<file path="src/rtl/bbg_pkg.sv">
package bbg_pkg;

  typedef enum logic [1:0] {
    REJ_NONE      = 2'd0,
    REJ_EMPTY     = 2'd1,
    REJ_WIDE      = 2'd2,
    REJ_WRAP_MIS  = 2'd3
  } rej_cause_e;

  typedef enum logic {
    GEN_IDLE  = 1'b0,
    GEN_BURST = 1'b1
  } gen_state_e;

  // low-bit mask of a size-aligned unit: 2^s - 1
  function automatic logic [31:0] unit_mask(input logic [4:0] s);
    logic [31:0] m;
    m = '0;
    for (int b = 0; b < 32; b++) begin
      if (b < int'(s)) m[b] = 1'b1;
    end
    return m;
  endfunction

endpackage

</file>
<file path="src/rtl/bbg_req_check.sv">
module bbg_req_check import bbg_pkg::*; #(
  parameter int ADDR_W = 16,
  parameter int LEN_W  = 10,
  parameter int SZ_W   = 3,
  parameter int LANE_W = 2,
  parameter int CNT_W  = LEN_W + 1
) (
  input  logic [ADDR_W-1:0] addr,
  input  logic [LEN_W-1:0]  len,
  input  logic [SZ_W-1:0]   size,
  input  logic              wrap,
  output rej_cause_e        cause,
  output logic [CNT_W-1:0]  beat_cnt,
  output logic [ADDR_W-1:0] last_byte
);
  localparam int SUM_W = LEN_W + 2;

  function automatic logic [CNT_W-1:0] beats_for(
    input logic [LANE_W-1:0] offs,
    input logic [LEN_W-1:0]  n,
    input logic [SZ_W-1:0]   s,
    input logic [LANE_W-1:0] m
  );
    logic [SUM_W-1:0] span;
    span = SUM_W'(offs) + SUM_W'(n) + SUM_W'(m);
    return CNT_W'(span >> s);
  endfunction

  logic [LANE_W-1:0] lane_m;
  logic [LANE_W-1:0] start_offs;
  logic              misaligned;

  assign lane_m     = LANE_W'(unit_mask(5'(size)));
  assign start_offs = addr[LANE_W-1:0] & lane_m;
  assign misaligned = |start_offs;
  assign beat_cnt   = beats_for(start_offs, len, size, lane_m);
  assign last_byte  = addr + ADDR_W'(len) - ADDR_W'(1);

  always_comb begin
    if (len == '0)                    cause = REJ_EMPTY;
    else if (size > SZ_W'(LANE_W))    cause = REJ_WIDE;
    else if (wrap && misaligned)      cause = REJ_WRAP_MIS;
    else                              cause = REJ_NONE;
  end
endmodule

</file>
<file path="src/rtl/bbg_addr_step.sv">
module bbg_addr_step import bbg_pkg::*; #(
  parameter int ADDR_W = 16,
  parameter int SZ_W   = 3
) (
  input  logic [ADDR_W-1:0] cur_addr,
  input  logic [SZ_W-1:0]   size,
  output logic [ADDR_W-1:0] next_addr
);
  function automatic logic [ADDR_W-1:0] advance(
    input logic [ADDR_W-1:0] a,
    input logic [SZ_W-1:0]   s
  );
    logic [ADDR_W-1:0] m;
    m = ADDR_W'(unit_mask(5'(s)));
    return (a & ~m) + (m + ADDR_W'(1));
  endfunction

  assign next_addr = advance(cur_addr, size);
endmodule

</file>
<file path="src/rtl/bbg_strb_gen.sv">
module bbg_strb_gen import bbg_pkg::*; #(
  parameter int ADDR_W    = 16,
  parameter int BUS_BYTES = 4,
  parameter int SZ_W      = 3,
  parameter int LANE_W    = 2
) (
  input  logic [ADDR_W-1:0]    cur_addr,
  input  logic [ADDR_W-1:0]    last_byte,
  input  logic [SZ_W-1:0]      size,
  output logic [BUS_BYTES-1:0] strb
);
  logic [ADDR_W-1:0] win_hi;

  function automatic logic [ADDR_W-1:0] window_top(
    input logic [ADDR_W-1:0] a,
    input logic [SZ_W-1:0]   s
  );
    logic [ADDR_W-1:0] m;
    m = ADDR_W'(unit_mask(5'(s)));
    return a | m;
  endfunction

  assign win_hi = window_top(cur_addr, size);

  for (genvar i = 0; i < BUS_BYTES; i++) begin : g_lane
    logic [ADDR_W-1:0] lane_addr;
    assign lane_addr = {cur_addr[ADDR_W-1:LANE_W], LANE_W'(i)};
    assign strb[i]   = (lane_addr >= cur_addr) && (lane_addr <= win_hi) &&
                       (lane_addr <= last_byte);
  end
endmodule

</file>
<file path="src/rtl/burst_beat_gen.sv">
module burst_beat_gen import bbg_pkg::*; #(
  parameter int ADDR_W    = 16,
  parameter int LEN_W     = 10,
  parameter int BUS_BYTES = 4,
  parameter int SZ_W      = 3
) (
  input  logic                 clk,
  input  logic                 rst_n,
  input  logic                 req_valid,
  output logic                 req_ready,
  input  logic [ADDR_W-1:0]    req_addr,
  input  logic [LEN_W-1:0]     req_len,
  input  logic [SZ_W-1:0]      req_size,
  input  logic                 req_wrap,
  output logic                 req_err,
  output logic                 beat_valid,
  input  logic                 beat_ready,
  output logic [ADDR_W-1:0]    beat_addr,
  output logic [BUS_BYTES-1:0] beat_strb,
  output logic                 beat_last
);
  localparam int LANE_W = $clog2(BUS_BYTES);
  localparam int CNT_W  = LEN_W + 1;

  gen_state_e        state_q;
  logic [ADDR_W-1:0] cur_addr_q;
  logic [ADDR_W-1:0] last_byte_q;
  logic [SZ_W-1:0]   size_q;
  logic [CNT_W-1:0]  left_q;
  logic              err_q;

  rej_cause_e        chk_cause;
  logic [CNT_W-1:0]  chk_cnt;
  logic [ADDR_W-1:0] chk_last;
  logic [ADDR_W-1:0] step_addr;

  // named events
  logic req_fire, rej_fire, load_fire, beat_fire, final_beat, burst_done;

  bbg_req_check #(
    .ADDR_W(ADDR_W), .LEN_W(LEN_W), .SZ_W(SZ_W), .LANE_W(LANE_W), .CNT_W(CNT_W)
  ) u_check (
    .addr(req_addr), .len(req_len), .size(req_size), .wrap(req_wrap),
    .cause(chk_cause), .beat_cnt(chk_cnt), .last_byte(chk_last)
  );

  bbg_addr_step #(.ADDR_W(ADDR_W), .SZ_W(SZ_W)) u_step (
    .cur_addr(cur_addr_q), .size(size_q), .next_addr(step_addr)
  );

  bbg_strb_gen #(
    .ADDR_W(ADDR_W), .BUS_BYTES(BUS_BYTES), .SZ_W(SZ_W), .LANE_W(LANE_W)
  ) u_strb (
    .cur_addr(cur_addr_q), .last_byte(last_byte_q), .size(size_q), .strb(beat_strb)
  );

  assign req_ready  = (state_q == GEN_IDLE);
  assign beat_valid = (state_q == GEN_BURST);
  assign req_fire   = req_valid && req_ready;
  assign rej_fire   = req_fire && (chk_cause != REJ_NONE);
  assign load_fire  = req_fire && (chk_cause == REJ_NONE);
  assign final_beat = (left_q == CNT_W'(1));
  assign beat_fire  = beat_valid && beat_ready;
  assign burst_done = beat_fire && final_beat;

  assign beat_addr  = cur_addr_q;
  assign beat_last  = beat_valid && final_beat;
  assign req_err    = err_q;

  always_ff @(posedge clk or negedge rst_n) begin
    if (!rst_n) begin
      state_q     <= GEN_IDLE;
      cur_addr_q  <= '0;
      last_byte_q <= '0;
      size_q      <= '0;
      left_q      <= '0;
      err_q       <= 1'b0;
    end else begin
      err_q <= rej_fire;
      if (load_fire) begin
        state_q     <= GEN_BURST;
        cur_addr_q  <= req_addr;
        last_byte_q <= chk_last;
        size_q      <= req_size;
        left_q      <= chk_cnt;
      end else if (beat_fire) begin
        if (final_beat) begin
          state_q <= GEN_IDLE;
        end else begin
          cur_addr_q <= step_addr;
          left_q     <= left_q - CNT_W'(1);
        end
      end
    end
  end
endmodule

</file>
<file path="config.mk">
export PLATFORM = sky130hd
export DESIGN_NAME = burst_beat_gen
export DESIGN_NICKNAME = d
export VERILOG_FILES = /design/src/rtl/bbg_pkg.sv /design/src/rtl/bbg_req_check.sv /design/src/rtl/bbg_addr_step.sv /design/src/rtl/bbg_strb_gen.sv /design/src/rtl/burst_beat_gen.sv
export SDC_FILE = /design/constraint.sdc
export NUM_CORES = 1
export LEC_CHECK = 0
export ABC_AREA = 1
export CAP_MARGIN = 25
export CORE_UTILIZATION = 45
export DETAILED_ROUTE_END_ITERATION = 8
export DONT_BUFFER_PORTS = 1
export HOLD_SLACK_MARGIN = 0.15
export PLACE_DENSITY = 0.65
export SKIP_CTS_REPAIR_TIMING = 1
export SYNTH_ARGS = -nofsm -noshare
export SYNTH_HDL_FRONTEND = slang
export SYNTH_SLANG_ARGS = --single-unit
</file>
<file path="constraint.sdc">
create_clock -name clk -period 5.4 [get_ports clk]
set_input_delay 1.62 -clock clk [delete_from_list [all_inputs] [get_ports clk]]
set_output_delay 1.62 -clock clk [all_outputs]
set_load 0.01 [all_outputs]
</file>
==> results.cfg, run 1 <==
[status]
status = complete, no violations

[placement]
dpl_cell_area_sq_mm = 0.005022
placed_cells = 848
dp_hpwl_microns = 9926
place_congestion = 0.8798
port_buffers = 0

[logic_synthesis]
synth_top_family_by_area = simple AND/OR/NAND/NOR gates
ys_seq_area_share_pct = 24.38
synth-xor-area-share_pct = 4.445
synthMuxAreaShare_pct = 0
yosysWarnings = 0
synthCells = 724
synth_edf_count = 0
synthArstFlopShare_pct = 100.0
synth-main-ff-cell = dfrtp_1
ys_seq_elements = 48
synth_nets = 814
synth-simple-area-share_pct = 28.68
synth_area_per_cell_sq_um = 6.804
ys_types = 48
synth_compound_area_share_pct = 16.28
syn_area_sq_mm = 0.004926
synth_fa_ha_area_share_pct = 14.68

[sta]
hold_violations = 0
fin_setup_tns_ns = 0
fin_crit_sh_pct = 80.85
worst_pin_slew_ns = 0.5719
fin_crit_ns = 4.366
skew_ns = 0.01498
rsz0062_at_grt = false
fmax_mhz = 229.0
slew_viol_final = 0
setup_viol = 0
slew_headroom_pct = 61.88

[setup_path]
end_kind = output port
r2r-end = beat_addr[12]$_DFFE_PN0P_
critPathBufInv = 1
rrSetupSlack_ns = 2.70
cp.required_ns = 3.78
reg2regPathDepth = 16
rr_startpoint = size_q[0]$_DFFE_PN0P_
path_delay_family = simple AND/OR/NAND/NOR gates
path_class = flop to output port
worstSetupStartpointType = flop
critical_path_arrival_ns = 2.75
crit_slowest_cell = dfrtp_1
slowest_delay_ns = 0.51
crit_fanout = 8
path_cells = ha_1 > nand2_1 > nor3_1 > nand4_1 > nor2_1 > nand2_1 > nor2_1 > inv_1 > a211oi_1

[min_path]
min_path_cells = 2
hold_start = last_byte_q[7]$_DFFE_PN0P_
hold_path.class = flop to flop
hold_end = last_byte_q[7]$_DFFE_PN0P_

[cells_and_area]
n_antenna_cell = 0
nNetsFinal = 809
n_fill_cell = 1095
area_growth_pct = 4.216
stdcell_count = 856
stdcell_area_sq_mm = 0.005134
drive_above_1_share_pct = 5.694

[die]
io_pins = 58
die_y_microns = 106.6
core_sq_mm = 0.01046
dieArea_sq_mm = 0.01137
die_w_microns = 106.6
start_util_pct = 47.08
num_rows = 37

[global_route]
grt_pass1_vias = 4526
gr-usage-all-layers_pct = 23.45
overflow = 0
grt_pass1_wl_microns = 21300
grt_start_max_net_pins = 52
antenna_found_initial = 0

[routing]
drc = 0
ant_nets = 0
avgRoutedWirePerCell_microns = 14.74
drt-total-wl_microns = 12620
drt_pre_antenna_iters = 5
via_per_inst = 5.380
route.vias.total = 4605
drtIter0Drc = 222

[clock_network]
cts_tree = done
cts_root_buf = clkbuf_8
htree_levels = 2
cts_sinks = 48
cts-buffers-inserted = 5
cts_buffer_depth = 2
clkTransAtPathRegs_ns = 0.10
clk-insertion-delay-late_ns = 0.31

[power]
total_power_w = 0.002005
peakVddDrop_v = 0.0001452
power_density_mw_per_mm2 = 390.6
leakage_nw = 2.642

[flow_run]
max_cap_violations = 0
routing by layer:
metal / wire length, microns / GRT usage (%) / vias up / part of all wire (%)
li1: - / - / 2354 / -
met1: 5802 / 31.53 / 2087 / 46
met2: 5704 / 38.89 / 144 / 45
met3: 842 / 3.222 / 20 / 6.7
met4: 271 / 7.143 / 0 / 2.1
met5: 0 / 0 / - / 0
Yosys cell counts (4+ instances only):
cell type	count	area, sq um
nand3b_1	4	30.03
nand3_1	52	260.3
nand2_2	8	50.05
o211ai_1	4	30.03
a21o_1	4	30.03
a21oi_1	41	205.2
nor2_1	61	229.0
xor2_1	12	105.1
o221ai_1	11	96.34
o21a_1	4	30.03
ha_1	53	663.1
nand4_1	13	81.33
dfrtp_1	48	1201
nand2_1	158	593.1
xnor2_1	13	113.9
o21ai_1	14	70.07
buf_2	5	25.02
o21ai_0	42	210.2
inv_1	119	446.7
nor3_1	10	50.05
inv_2	5	18.77
how the worst max path moves through the flow:
| stage | from | to | slack, ns | depth (start not counted) |
|---|---|---|---|---|
| after detailed placement | req_size[2] | left_q[7]$_DFFE_PN0P_ | 1.12 | 24 |
| after global routing | beat_addr[11]$_DFFE_PN0P_ | beat_strb[0] | 0.82 | 9 |
| after global placement | req_size[2] | left_q[3]$_DFFE_PN0P_ | 1.24 | 25 |
| after floorplan | req_size[1] | left_q[3]$_DFFE_PN0P_ | 1.32 | 26 |
| after CTS | beat_addr[15]$_DFFE_PN0P_ | beat_strb[0] | 1.01 | 9 |
| final | beat_addr[11]$_DFFE_PN0P_ | beat_strb[0] | 1.03 | 9 |
state kept, by name, summed over array words and instances, names as in the netlist:
signal       count
beat_addr       16
beat_valid       1
last_byte_q     16
left_q          11
req_err          1
size_q           3
layout by cell type, fill, tap and decap left out, drive strengths merged, types with 2 or more instances in the layout:
cell | Yosys | routed
a31o | 2 | 2
fa | 3 | 3
or2 | 2 | 2
inv | 125 | 125
xnor2 | 13 | 13
a22oi | 2 | 2
o21a | 4 | 4
dfrtp | 48 | 48
a21o | 4 | 4
nand3b | 4 | 4
clkinv | 1 | 2
nor2 | 66 | 66
nand4 | 13 | 13
o21bai | 2 | 2
a21boi | 3 | 3
o221ai | 11 | 11
o211ai | 4 | 4
xor2 | 12 | 12
nand2 | 167 | 167
o21ai | 58 | 58
buf | 11 | 2
nor3 | 11 | 11
clkbuf | 3 | 5
a21oi | 42 | 42
ha | 53 | 53
nand3 | 53 | 53
power by group:
part           switching, W  internal (W)
logic              0.000616      0.000404
clock network      0.000132      0.000137
registers          0.000198      0.000517
area by class of cell:
type / instances / area [sq um] / share of cell area, %
tap: 136 / 170.2 / 3.315
sequential: 48 / 1201 / 23.40
clock buffer: 5 / 68.82 / 1.340
multi-input combinational: 536 / 3157 / 61.49
timing repair buffer: 2 / 15.01 / 0.2925
clock inverter: 3 / 42.54 / 0.8287
inverter: 126 / 479.2 / 9.335
worst min-delay path, cell delays in order, from the launching register on:
cell	delay [ns]
dfrtp_1	0.36
nand2_1	0.05
o21ai_0	0.06
cells by family (layout without fill, tap and decap cells):
family	after synthesis	in the layout
DFF	48	48
and+or+nand+nor	319	319
adders and majority gates	56	56
buffers and inverters	140	136
xor gates and xnor gates	25	25
AOI/OAI and AO/OA	136	136
through the flow:
stage,util [%],hold slack [ns],worst slack (ns)
floorplan,-,0.4530,1.321
global route,49.07,0.5256,0.8226
global placement,48.00,0.4695,1.236
detailed placement,48.00,0.4739,1.119
CTS,49.07,0.4975,1.011
finish,49.07,0.4934,1.034
(Power assumes the default switching activity.)
==> run 2, diff against run 1 <==
- ABC_AREA: 1 -> 0
- PLACE_DENSITY: 0.65 -> 0.67
- clock period: 5.4 -> 3.9 ns (I/O delays scaled with it)
==> run 2 against run 1 <==
Against the previous run:
- global-route usage shrank 0.23 points
- sequential power grew 36%
- via count shrank 4.1%
- critical endpoint is now beat_strb[2]
- clock-buffer cell count grew 3
- flip-flop and latch count is the same
- combinational power grew 41%
- die area shrank 0.24%
- non-clock buffer count grew 12
==> results.cfg, run 2 <==
[status]
status = complete, no violations

[setup_path]
worstSetupStartpointType = flop
cp.required_ns = 2.73
slowest_delay_ns = 0.46
critical_path_arrival_ns = 2.58
rr_startpoint = size_q[2]$_DFFE_PN0P_
crit_slowest_cell = dfrtp_1
path_cells = ha_1 > a21o_1 > a21o_1 > a211oi_1 > o221ai_1 > o21a_1 > a2111oi_2 > buf_4
end_kind = output port
path_class = flop to output port
crit_top_cell = a21o_1
setup.worst_path.start = beat_addr[5]$_DFFE_PN0P_
crit_fanout = 4

[global_route]
grt_pass1_vias = 4192
overflow = 0
grt_start_max_net_pins = 49
grt_pass1_wl_microns = 21020
antenna_found_initial = 0
gr-usage-all-layers_pct = 23.21

[sta]
setup_viol = 0
fin_crit_ns = 3.746
hold_violations = 0
hold_ws_ns = 0.4865
slew_headroom_pct = 57.23
skew_ns = 0.006575
fin_crit_sh_pct = 96.05
slew_viol_final = 0
fmax_mhz = 267.0
rsz0062_at_grt = false
worst_pin_slew_ns = 0.6367
fin_setup_tns_ns = 0

[clock_network]
cts_root_buf = clkbuf_8
clkTransAtPathRegs_ns = 0.09
cts_buffer_depth = 2
cts_sinks = 48
cts-buffers-inserted = 5
clk-insertion-delay-late_ns = 0.30
htree_levels = 2
cts_tree = done

[cells_and_area]
layout_commonest_cell = inv_1
multiInputGateArea_sq_mm = 0.003393
drive_above_1_share_pct = 7.270
regArea_sq_mm = 0.001201
area_growth_pct = 6.697
stdcell_count = 755
mostFrequentLayoutCells = inv_1, nand2_1, ha_1
n_fill_cell = 1058
nNetsFinal = 708
n_antenna_cell = 0

[logic_synthesis]
ys_types = 75
synth_nets = 707
synth_edf_count = 0
yosysWarnings = 0
ys_seq_area_share_pct = 24.45
synthTopCellsByCount = inv_1, nand2_1, ha_1
ys_seq_elements = 48
netlist.area_leader.share_pct = 24.45
yosys-top-cells-area = dfrtp_1, ha_1, inv_1, nand2_1, xnor2_1
yosys.area.top_type = dfrtp_1
synthArstFlopShare_pct = 100.0
synth_most_common_cell = inv_1
synth-main-ff-cell = dfrtp_1
syn_area_sq_mm = 0.004913
synthCells = 617
synth_area_per_cell_sq_um = 7.963

[placement]
port_buffers = 0
dp_hpwl_microns = 10050
place_congestion = 0.9231
placed_cells = 746

[die]
dieArea_sq_mm = 0.01134
core_sq_mm = 0.01046
die_y_microns = 106.5
num_rows = 37
start_util_pct = 46.96
die_w_microns = 106.5
io_pins = 58

[routing]
route.vias.total = 4417
drt-total-wl_microns = 12600
drt_pre_antenna_iters = 5
via_per_inst = 5.850
avgRoutedWirePerCell_microns = 16.69
ant_nets = 0
drc = 0
drtIter0Drc = 355

[power]
peakVddDrop_v = 0.0003430
leakage_nw = 2.471
power_density_mw_per_mm2 = 518.4

[flow_run]
max_cap_violations = 0

[min_path]
hold_start = last_byte_q[11]$_DFFE_PN0P_
hold_path.class = flop to flop
-- run 2: changes by cell type after synthesis, sizes merged, moves of 16 or more --
| cell | change |
|---|---|
| a21oi | -17 |
| inv | -52 |
| nand2 | -96 |
| nand3 | -36 |
| nor2 | -26 |
| o21ai | -18 |
| xnor2 | +16 |
-- run 2: logic make-up after synthesis --
family | count (synthesis) | share of synthesized area, %
AOI/OAI and AO/OA | 161 | 23.10
xor gates and xnor gates | 41 | 7.308
and+or+nand+nor | 208 | 21.14
DFF | 48 | 24.45
buffers and inverters | 94 | 7.410
muxes | 9 | 1.884
adders and majority gates | 56 | 14.72
-- run 2: worst paths after layout --
check / endpoint / slack [ns] / depth (start not counted)
min in group asynchronous: beat_addr[13]$_DFFE_PN0P_ / 0.56 / 0
min reg2reg: last_byte_q[11]$_DFFE_PN0P_ / 0.49 / 2
max reg2reg: beat_addr[10]$_DFFE_PN0P_ / 0.60 / 10
max in group asynchronous: beat_addr[3]$_DFFE_PN0P_ / 3.25 / 0
min: last_byte_q[11]$_DFFE_PN0P_ / 0.49 / 2
max: beat_strb[2] / 0.15 / 8
-- run 2: per-stage QoR --
step           cell area, sq um  power [W]  setup WS (ns)  util, %
6_report                   5243   0.002718         0.1540    50.11
3_3_place_gp               5112   0.002343         0.1140    48.86
5_1_grt                    5243   0.002976       0.001362    50.11
3_5_place_dp               5112   0.002393        -0.1095    48.86
2_1_floorplan              4933   0.002027       0.005143        -
4_1_cts                    5202   0.002707       -0.05277    49.72
-- run 2: worst max-delay path: cells and delay by family (launching register included) --
| family | cells | cell delay [ns] |
|---|---|---|
| AO/OA/AOI/OAI | 6 | 1.29 |
| adder cells (fa/ha/maj) | 1 | 0.34 |
| buffers and inverters | 1 | 0.19 |
| flip-flops | 1 | 0.46 |
-- run 2: metal layers --
layer | part of all wire (%) | vias to the layer above | track usage (%)
met5 | 0 | - | 0
met4 | 1.0 | 0 | 5.871
met3 | 6.5 | 9 | 4.108
met2 | 45 | 124 | 36.69
met1 | 48 | 2077 | 32.66
li1 | - | 2207 | -
-- run 2: area by class of cell --
| type | instances | area share [%] |
|---|---|---|
| Inverter | 74 | 5.394 |
| Clock buffer | 8 | 1.718 |
| Multi-Input combinational cell | 475 | 64.73 |
| Tap cell | 136 | 3.246 |
| Sequential cell | 48 | 22.91 |
| Timing Repair Buffer | 14 | 2.005 |
-- run 2: power breakdown --
| part | switching, W | internal (W) |
|---|---|---|
| Sequential | 0.000268 | 0.000707 |
| Combinational | 0.000806 | 0.000635 |
| Clock | 0.000157 | 0.000145 |
==> run 3, diff against run 2 <==
- CORE_UTILIZATION: 45 -> 23
- PLACE_DENSITY: 0.67 -> 0.42
==> run 3 against run 2 <==
Against the previous run:
- sequential power hardly changed
- highest routed layer unchanged
- clock power up 49%
- largest power group unchanged
- combinational power increased by 8%
- setup slack improved by 0.028 ns
- critical endpoint unchanged
- sequential share of layout area fell by 1.1 points
==> results.cfg, run 3 (same netlist as run 2, synthesis figures left out) <==
[status]
status = complete, no violations

[placement]
port_buffers = 0
dp_hpwl_microns = 11750
place_congestion = 0.7969
dpl_cell_area_sq_mm = 0.005339

[routing]
drt_pre_antenna_iters = 6
drt-total-wl_microns = 14410
via_per_inst = 4.838
drtIter0Drc = 292
avgRoutedWirePerCell_microns = 16.01
drc = 0
ant_nets = 0
route.vias.total = 4354

[die]
die_w_microns = 148.2
start_util_pct = 23.45
dieArea_sq_mm = 0.02195
io_pins = 58
core_sq_mm = 0.02096
num_rows = 53
die_y_microns = 148.2

[power]
comb_power_share_pct = 52.2
p_int_w = 0.001655
power_density_mw_per_mm2 = 539.4
p_switching_w = 0.001318
swShare_pct = 44.34
leakage_nw = 2.522
peakVddDrop_v = 0.0001875
seqPwrFrac_pct = 32.7
clockPowerShare_pct = 15.1

[setup_path]
critPathBufInv = 2
critical_path_arrival_ns = 2.55
path_delay_family = compound AO/OA/AOI/OAI gates
worstSetupStartpointType = flop
path_cells = ha_1 > a21o_1 > a21o_1 > a211oi_1 > o221ai_2 > o21a_1 > a2111oi_2 > buf_4 > buf_4
cp.required_ns = 2.73
path_class = flop to output port
end_kind = output port
crit_slowest_cell = dfrtp_1
crit_fanout = 3
slowest_delay_ns = 0.40

[flow_run]
max_cap_violations = 0

[global_route]
grt_start_max_net_pins = 49
gr-usage-all-layers_pct = 13.60
antenna_found_initial = 0
overflow = 0
grt_pass1_vias = 4341
grt_pass1_wl_microns = 23510

[min_path]
hold_path.class = flop to flop

[cells_and_area]
drive_above_1_share_pct = 8.480
fin_util_pct = 26.30
mostFrequentLayoutCells = inv_1, nand2_1, ha_1
stdcell_area_sq_mm = 0.005512
nNetsFinal = 714
n_antenna_cell = 0
area_growth_pct = 12.17
layout_commonest_cell = inv_1
n_fill_cell = 2326

[sta]
setup_viol = 0
worst_pin_slew_ns = 0.6429
fin_crit_ns = 3.718
fmax_mhz = 269.0
skew_ns = 0.006670
slew_viol_final = 0
slew_headroom_pct = 56.98
hold_violations = 0
fin_crit_sh_pct = 95.33

[clock_network]
cts_buffer_depth = 2
cts_root_buf = clkbuf_16
cts_tree = done
cts-buffers-inserted = 5
htree_levels = 2
clk-insertion-delay-late_ns = 0.29
cts_sinks = 48
clkTransAtPathRegs_ns = 0.07
-- run 3: changes by cell type in the layout (fill, tap and decap cells not counted), sizes merged --
cell      previous run  this run
buf                 14        20
clkinvlp             0         1
clkbuf               8         7
-- run 3: worst register-to-register path: cells and delay by family, from the launching register on --
family	cells	cell delay, ns
buf+inv	1	0.12
flops	1	0.51
fa+ha+maj	1	0.22
compound gates	5	0.81
simple gates	3	1.54
-- run 3: metal layers --
metal | track usage (%) | vias up | share of wire, %
li1 | - | 2216 | -
met1 | 17.56 | 2052 | 46
met2 | 23.45 | 78 | 48
met3 | 2.331 | 8 | 5.2
met4 | 3.196 | 0 | 1.1
met5 | 0 | - | 0
-- run 3: power groups by stage --
stage	combinational, W	sequential, W	clock [W]
after floorplan	0.00114	0.000889	0
after global placement	0.00150	0.000975	0
after detailed placement	0.00153	0.000981	0
after CTS	0.00154	0.000972	0.000465
after global routing	0.00178	0.00102	0.000487
final	0.00155	0.000972	0.000450
-- run 3: area by class of cell --
cell class	count	area, sq um	share of cell area, %
Timing Repair Buffer	20	150.1	2.724
Clock inverter	1	7.507	0.1362
Clock buffer	7	142.6	2.588
Tap cell	275	344.1	6.243
Multi-Input combinational cell	475	3382	61.36
Inverter	74	282.8	5.131
Sequential cell	48	1202	21.82
-- run 3: path summary, 6_finish.rpt --
| kind | from | endpoint | slack [ns] | depth (start not counted) |
|---|---|---|---|---|
| max | beat_addr[5]$_DFFE_PN0P_ | beat_strb[2] | 0.18 | 9 |
| min | last_byte_q[15]$_DFFE_PN0P_ | last_byte_q[15]$_DFFE_PN0P_ | 0.48 | 2 |
| max reg2reg | size_q[1]$_DFFE_PN0P_ | beat_addr[10]$_DFFE_PN0P_ | 0.58 | 10 |
| min reg2reg | last_byte_q[15]$_DFFE_PN0P_ | last_byte_q[15]$_DFFE_PN0P_ | 0.48 | 2 |
| max in group asynchronous | rst_n | beat_addr[4]$_DFFE_PN0P_ | 3.21 | 0 |
| min in group asynchronous | rst_n | beat_valid$_DFFE_PN0P_ | 0.57 | 0 |
-- run 3: through the flow --
step / setup slack (ns) / total power, W / hold slack, ns / setup TNS, ns / instances
2_1_floorplan: 0.005143 / 0.002027 / 0.4498 / 0 / 617
6_report: 0.1820 / 0.002973 / 0.4815 / 0 / 900
3_3_place_gp: 0.07551 / 0.002476 / 0.4647 / 0 / 892
4_1_cts: -0.2070 / 0.002976 / 0.4879 / -0.2070 / 900
5_1_grt: -0.01794 / 0.003281 / 0.5280 / -0.01794 / 900
3_5_place_dp: 0.0002980 / 0.002509 / 0.4734 / 0 / 892
